### config.mk
export PLATFORM = sky130hd
export DESIGN_NAME = linefill_ctrl
export DESIGN_NICKNAME = d
export VERILOG_FILES = /design/src/rtl/linefill_pkg.sv /design/src/rtl/lf_sequencer.sv /design/src/rtl/lf_bank_capture.sv /design/src/rtl/lf_beat_drive.sv /design/src/rtl/linefill_ctrl.sv
export SDC_FILE = /design/constraint.sdc
export NUM_CORES = 1
export LEC_CHECK = 0
export BUFFER_PORTS_ARGS = -buffer_cell sky130_fd_sc_hd__buf_2
export CAP_MARGIN = 20
export CORE_MARGIN = 2
export CORE_UTILIZATION = 46
export CTS_CLUSTER_DIAMETER = 100
export DETAILED_ROUTE_END_ITERATION = 8
export PLACE_DENSITY = 0.77
export RECOVER_POWER = 25
export SLEW_MARGIN = 20
export SYNTH_ARGS = -nofsm -noshare
export SYNTH_HDL_FRONTEND = slang
export SYNTH_SLANG_ARGS = --single-unit
### constraint.sdc
create_clock -name clk -period 2 [get_ports clk]
set_input_delay 0.4 -clock clk [delete_from_list [all_inputs] [get_ports clk]]
set_output_delay 0.4 -clock clk [all_outputs]
set_load 0.01 [all_outputs]
### src/rtl/linefill_pkg.sv
package linefill_pkg;

    typedef enum logic [1:0] {
        LF_IDLE = 2'd0,
        LF_ADDR = 2'd1,
        LF_WAIT = 2'd2,
        LF_XFER = 2'd3
    } lf_state_e;

    // Flags of one transfer cycle on the fill path
    typedef struct packed {
        logic valid;
        logic first;
        logic last;
    } lf_beat_t;

    // Next word position in a line, wrapping at the line end
    function automatic int unsigned lf_wrap_step(int unsigned idx, int unsigned words);
        return (idx + 1) % words;
    endfunction

endpackage

### src/rtl/lf_sequencer.sv
module lf_sequencer
    import linefill_pkg::*;
#(
    parameter int ADDR_W  = 16,
    parameter int WORDS   = 4,
    parameter int ACC_LAT = 15
) (
    input  logic                             clk,
    input  logic                             rst,
    input  logic                             req_valid,
    input  logic [ADDR_W-1:0]                req_addr,
    output logic                             busy,
    output logic                             start_pulse,
    output logic [ADDR_W-$clog2(WORDS)-1:0]  line_addr,
    output lf_beat_t                         beat,
    output logic [$clog2(WORDS)-1:0]         beat_idx
);
    localparam int IDX_W  = $clog2(WORDS);
    localparam int LINE_W = ADDR_W - IDX_W;
    localparam int CNT_W  = $clog2(ACC_LAT + 1);

    lf_state_e            state;
    logic [CNT_W-1:0]     wait_cnt;
    logic [IDX_W-1:0]     beat_cnt;
    logic [LINE_W-1:0]    line_q;
    logic [IDX_W-1:0]     crit_q;

    always_ff @(posedge clk) begin
        if (rst) begin
            state    <= LF_IDLE;
            wait_cnt <= '0;
            beat_cnt <= '0;
            line_q   <= '0;
            crit_q   <= '0;
        end else begin
            case (state)
                LF_IDLE: begin
                    if (req_valid) begin
                        line_q <= req_addr[ADDR_W-1:IDX_W];
                        crit_q <= req_addr[IDX_W-1:0];
                        state  <= LF_ADDR;
                    end
                end
                LF_ADDR: begin
                    wait_cnt <= CNT_W'(ACC_LAT - 1);
                    state    <= LF_WAIT;
                end
                LF_WAIT: begin
                    if (wait_cnt == '0) begin
                        beat_cnt <= '0;
                        state    <= LF_XFER;
                    end else begin
                        wait_cnt <= wait_cnt - 1'b1;
                    end
                end
                LF_XFER: begin
                    if (beat_cnt == IDX_W'(WORDS - 1)) begin
                        state <= LF_IDLE;
                    end else begin
                        beat_cnt <= beat_cnt + 1'b1;
                    end
                end
                default: state <= LF_IDLE;
            endcase
        end
    end

    assign busy        = (state != LF_IDLE);
    assign start_pulse = (state == LF_ADDR);
    assign line_addr   = line_q;

    always_comb begin
        beat.valid = (state == LF_XFER);
        beat.first = beat.valid && (beat_cnt == '0);
        beat.last  = beat.valid && (beat_cnt == IDX_W'(WORDS - 1));
        beat_idx   = crit_q + beat_cnt;
    end


    busy_hold_chk: assert property (@(posedge clk) disable iff (rst)
        (busy && !beat.last) |=> busy);


    start_once_chk: assert property (@(posedge clk) disable iff (rst)
        start_pulse |=> (!start_pulse && busy));


    release_chk: assert property (@(posedge clk) disable iff (rst)
        beat.last |=> !busy);

endmodule

### src/rtl/lf_bank_capture.sv
module lf_bank_capture #(
    parameter int WORDS  = 4,
    parameter int DATA_W = 32
) (
    input  logic                      clk,
    input  logic                      rst,
    input  logic                      clear,
    input  logic                      xfer_first,
    input  logic [WORDS-1:0]          bank_valid,
    input  logic [WORDS*DATA_W-1:0]   bank_rdata,
    output logic [WORDS*DATA_W-1:0]   hold_flat
);
    logic [WORDS-1:0] got;

    for (genvar g = 0; g < WORDS; g++) begin : g_bank
        logic [DATA_W-1:0] hold_q;

        always_ff @(posedge clk) begin
            if (rst) begin
                hold_q <= '0;
                got[g] <= 1'b0;
            end else if (clear) begin
                got[g] <= 1'b0;
            end else if (bank_valid[g]) begin
                hold_q <= bank_rdata[g*DATA_W +: DATA_W];
                got[g] <= 1'b1;
            end
        end

        assign hold_flat[g*DATA_W +: DATA_W] = hold_q;
    end


    banks_ready_chk: assert property (@(posedge clk) disable iff (rst)
        xfer_first |-> (&got));

endmodule

### src/rtl/lf_beat_drive.sv
module lf_beat_drive
    import linefill_pkg::*;
#(
    parameter int WORDS  = 4,
    parameter int DATA_W = 32
) (
    input  logic                        clk,
    input  logic                        rst,
    input  lf_beat_t                    beat,
    input  logic [$clog2(WORDS)-1:0]    beat_idx,
    input  logic [WORDS*DATA_W-1:0]     hold_flat,
    output logic                        fill_valid,
    output logic [$clog2(WORDS)-1:0]    fill_idx,
    output logic [DATA_W-1:0]           fill_data,
    output logic                        fwd_valid,
    output logic [DATA_W-1:0]           fwd_data,
    output logic                        done
);
    localparam int IDX_W = $clog2(WORDS);

    logic [DATA_W-1:0] words [WORDS];

    for (genvar g = 0; g < WORDS; g++) begin : g_word
        assign words[g] = hold_flat[g*DATA_W +: DATA_W];
    end

    always_comb begin
        fill_valid = beat.valid;
        fill_idx   = beat.valid ? beat_idx : '0;
        fill_data  = beat.valid ? words[beat_idx] : '0;
        fwd_valid  = beat.first;
        fwd_data   = beat.first ? words[beat_idx] : '0;
        done       = beat.last;
    end


    wrap_chk: assert property (@(posedge clk) disable iff (rst)
        (fill_valid && $past(fill_valid)) |->
            (fill_idx == IDX_W'(lf_wrap_step(int'($past(fill_idx)), WORDS))));


    fwd_once_chk: assert property (@(posedge clk) disable iff (rst)
        fwd_valid |=> (fill_valid && !fwd_valid));


    done_last_chk: assert property (@(posedge clk) disable iff (rst)
        done |-> (fill_valid && !fwd_valid));

endmodule

### src/rtl/linefill_ctrl.sv
module linefill_ctrl
    import linefill_pkg::*;
#(
    parameter int ADDR_W  = 16,
    parameter int DATA_W  = 32,
    parameter int WORDS   = 4,
    parameter int ACC_LAT = 15
) (
    input  logic                              clk,
    input  logic                              rst,
    input  logic                              req_valid,
    input  logic [ADDR_W-1:0]                 req_addr,
    output logic                              busy,
    output logic [WORDS-1:0]                  bank_start,
    output logic [ADDR_W-$clog2(WORDS)-1:0]   bank_line,
    input  logic [WORDS-1:0]                  bank_valid,
    input  logic [WORDS*DATA_W-1:0]           bank_rdata,
    output logic                              fill_valid,
    output logic [$clog2(WORDS)-1:0]          fill_idx,
    output logic [DATA_W-1:0]                 fill_data,
    output logic                              fwd_valid,
    output logic [DATA_W-1:0]                 fwd_data,
    output logic                              done
);
    localparam int IDX_W  = $clog2(WORDS);
    localparam int LINE_W = ADDR_W - IDX_W;

    logic                start_pulse;
    logic [LINE_W-1:0]   line_addr;
    lf_beat_t            beat;
    logic [IDX_W-1:0]    beat_idx;
    logic [WORDS*DATA_W-1:0] hold_flat;

    lf_sequencer #(
        .ADDR_W  (ADDR_W),
        .WORDS   (WORDS),
        .ACC_LAT (ACC_LAT)
    ) u_seq (
        .clk         (clk),
        .rst         (rst),
        .req_valid   (req_valid),
        .req_addr    (req_addr),
        .busy        (busy),
        .start_pulse (start_pulse),
        .line_addr   (line_addr),
        .beat        (beat),
        .beat_idx    (beat_idx)
    );

    lf_bank_capture #(
        .WORDS  (WORDS),
        .DATA_W (DATA_W)
    ) u_cap (
        .clk        (clk),
        .rst        (rst),
        .clear      (start_pulse),
        .xfer_first (beat.first),
        .bank_valid (bank_valid),
        .bank_rdata (bank_rdata),
        .hold_flat  (hold_flat)
    );

    lf_beat_drive #(
        .WORDS  (WORDS),
        .DATA_W (DATA_W)
    ) u_drv (
        .clk        (clk),
        .rst        (rst),
        .beat       (beat),
        .beat_idx   (beat_idx),
        .hold_flat  (hold_flat),
        .fill_valid (fill_valid),
        .fill_idx   (fill_idx),
        .fill_data  (fill_data),
        .fwd_valid  (fwd_valid),
        .fwd_data   (fwd_data),
        .done       (done)
    );

    assign bank_start = {WORDS{start_pulse}};
    assign bank_line  = line_addr;

endmodule

==> summary.md <==
| Metric | Value |
|---|---|
| Width of the die | `~130 um` |
| Via count | `6,895` |
| Setup ws final | `-0.4794 ns` |
| Hold crit path type | `primary input to register` |
| Int Pwr | `0.007328 W` |
| Pre-antenna DRT Iters | `5` |
| Outcome | `complete, but fails checks` |
| Placed Cells | `1,269` |
| Dpl hpwl | `15,390 um` |
| Initial antenna violation count | `1` |
| Clk_skew | `0.005894 ns` |
| I/O pin cnt | `roughly 240` |
| CTS Buffer Depth | `2` |
| Routed wire length | `22,190 um` |
| Overall Power | `0.01090 W` |
| Yosys warning count | `0` |
| Clock Pin Slew Worst Setup and Hold Paths | `0.06 ns` |
| CP max FO | `5` |
| DR iter-0 viols | `581` |
| Largest net degree at the start of global routing | `77` |
| Sink Count | `152` |
| Share of layout cells above drive strength 1 | `about a third` |
| Initial core utilization | `a little under half` |
| Final #Nets | `roughly 1,300` |
| Critical Path RT | `1.60 ns` |
| Final setup viols | `67` |
| Crit path buf inv count | `4` |
| FFs w/ async S/R, synth | `0%` |
| Area growth syn-to-layout | `39.32%` |
| Minimum clock period | `2.479 ns` |
| # DRC | `0` |
| Register bit total from synthesis | `152` |
| Hold Slack | `0.2171 ns` |
| Post-Layout Cell Count | `around 1,300` |
| Total CTS buffers | `17` |
| First-pass GRT wire length | `33,170 um` |
| Core Area | `14,640 um^2` |
| Worst path max stage delay | `0.33 ns` |
| Post-synth EDFFs | `0` |
| Post-DRT Antenna Nets | `0` |
| Gate Count Post-Synth | `between 800 and 900` |
| Achievable frequency | `403.3 MHz` |
| Ranking of synthesized cells by area | `dfxtp_1 44%, nand2_1 16%, mux2i_1 14%` |
| Finished Core Util | `roughly 66%` |
| Seq/Total Area, Yosys | `43.66%` |
| Most frequent cell after synthesis | `nand2_1` |
| Worst slack, placed | `-0.06543 ns` |
| Worst reg-to-reg setup slack | `0.09 ns` |
| Distinct cells, synth | `29` |
| Maxcap violations | `0` |
| Port bufs | `238` |
| Combinational share of power | `approximately a third` |
| CTS root buf | `clkbuf_16` |
| Routed WL per cell | `16.87 um` |
| Fin. max-slew vios | `0` |
| Switching power share of the total | `32.79%` |
| Net Count, Synth | `1,038` |
| Synth top area share | `43.66%` |
| # rows | `44` |
| Pleak | `4.176 nW` |
| Worst slew margin | `61.31%` |
| Cell Pwr Density | `1123 nW/um^2` |
| Syn_area_per_cell | `roughly 7.9 um^2` |
| Crit path launch type | `register` |
| Final hold violation count | `0` |
| CP Cell Sequence | `ha_4 -> buf_12 -> buf_12 -> mux2i_1 -> buf_4 -> mux2i_2 -> and2_1 -> buf_2` |
| Synth cell count leaders | `296 x nand2_1, 152 x dfxtp_1, 146 x a21oi_1, 97 x mux2i_1, 69 x and2_1` |
| Crit path kind | `register to output pin` |
| Vias in the first global route | `roughly 6,600` |
| Htree depth | `4` |
| Worst slew pin tran | `0.5790 ns` |
| Die height | `between 100 and 150 um` |
| CTS tree | `done` |
| Failing checks | `negative setup slack` |
| Clock Power Share | `31.2%` |
| Clock Latency Late Sink | `0.42 ns` |
| Post-Syn Area | `6969 um^2` |
| Fillcell total | `1,258` |
| Crit share post-route | `124.0%` |
| Total Routing Usage GR | `a little over a quarter` |
| RSZ-0062 raised after global routing | `true` |
| Cell taking the most area after synthesis | `dfxtp_1` |
| Vias per cell | `5.243` |
| Slowest-stage cell, CP | `dfxtp_2` |
| Final RePlAce weighted congestion | `0.9098` |
| CP top delay family | `buffers and inverters` |
| IR Drop Worst-Case VDD | `0.5524 mV` |
| Crit path top cell by count | `buf_12` |
| Seq pwr share | `about a third` |
| Worst Path Arrival | `2.08 ns` |
| CP endpoint kind | `output pin` |
| Most used DFF post-synth | `dfxtp_1` |
| Die ar. | `between 15,000 and 20,000 um^2` |
| Overflow after GRT | `0` |
| Net Sw Power | `0.003574 W` |
## sequential cells by signal (all words and copies together) (netlist names)
signal               cells
u_seq.beat_cnt           2
u_cap.g_bank.hold_q    128
u_seq.state              2
u_seq.line_addr         14
u_seq.crit_q             2
u_seq.wait_cnt           4
## timing repair
item | CTS | global route
buffers inserted | 6 | 5
gates cloned | 4 | 0
gates resized for setup | 54 | 30
pin swaps | 5 | 4
setup endpoints to repair | 66 | 71
hold buffers | 0 | 0
## area by class of cell
cell class / count / area (um^2) / area share, %
inverter: 9 / 33.78 / 0.3479
clock buffer: 22 / 484.2 / 4.987
tap: 184 / 230.2 / 2.371
multi-input combinational: 646 / 3901 / 40.18
timing repair buffer: 293 / 1867 / 19.23
sequential: 152 / 3047 / 31.38
clock inverter: 8 / 143.9 / 1.482
antenna: 1 / 2.502 / 0.02577
## per-stage QoR
| step | setup TNS [ns] | area [um^2] |
|---|---|---|
| 6_report | -26.45 | 9709 |
| 5_1_grt | -32.26 | 9707 |
| 4_1_cts | -27.39 | 9574 |
| 3_5_place_dp | -0.5476 | 8533 |
| 3_3_place_gp | -0.2182 | 8533 |
| 2_1_floorplan | 0 | 6969 |
## cells in the final DEF, fill, tap and decap left out, drive strengths merged, types with 4 or more instances in the layout
cell      n
and2     69
nand2   296
nand2b    6
clkbuf   40
ha        9
nor2b     4
buf     274
bufinv    4
a21oi   146
clkinv    4
dfxtp   152
mux2i    97
inv       9
## worst min-delay path, stage by stage
cell and delay [ns]:
buf_2 0.09, nand2_1 0.04, a21oi_1 0.05
## power by group through the flow
stage / combinational, W / clock, W / sequential (W)
after global routing: 0.00396 / 0.00356 / 0.00388
final: 0.00367 / 0.00340 / 0.00383
after global placement: 0.00313 / 0 / 0.00382
after detailed placement: 0.00320 / 0 / 0.00384
after CTS: 0.00357 / 0.00345 / 0.00380
after floorplan: 0.00204 / 0 / 0.00379
## layer usage
| layer | GRT usage (%) | up-vias | routed length [um] |
|---|---|---|---|
| met3 | 4.523 | 41 | 1271 |
| met4 | 11.64 | 0 | 645 |
| li1 | - | 3358 | - |
| met1 | 31.75 | 3227 | 9089 |
| met5 | 0 | - | 0 |
| met2 | 46.81 | 269 | 11180 |
## cell families after synthesis
group | synth area share, %
DFF | 43.66
buffers and inverters | 4.919
AOI/OAI and AO/OA | 11.27
muxes | 14.25
xor gates and xnor gates | 0.3411
adders and majority gates | 1.616
and+or+nand+nor | 23.93
## worst paths after layout
path / start / endpoint / cells past startpoint
min: bank_rdata[68] / u_cap.g_bank[2].hold_q[4] / 3
max reg2reg: u_seq.state[1] / u_cap.g_bank[0].hold_q[13] / 6
min reg2reg: u_seq.line_addr[7] / u_seq.line_addr[7] / 2
max: u_seq.beat_cnt[0] / fill_data[3] / 8
Note: power is estimated with default switching activity, not from simulation.
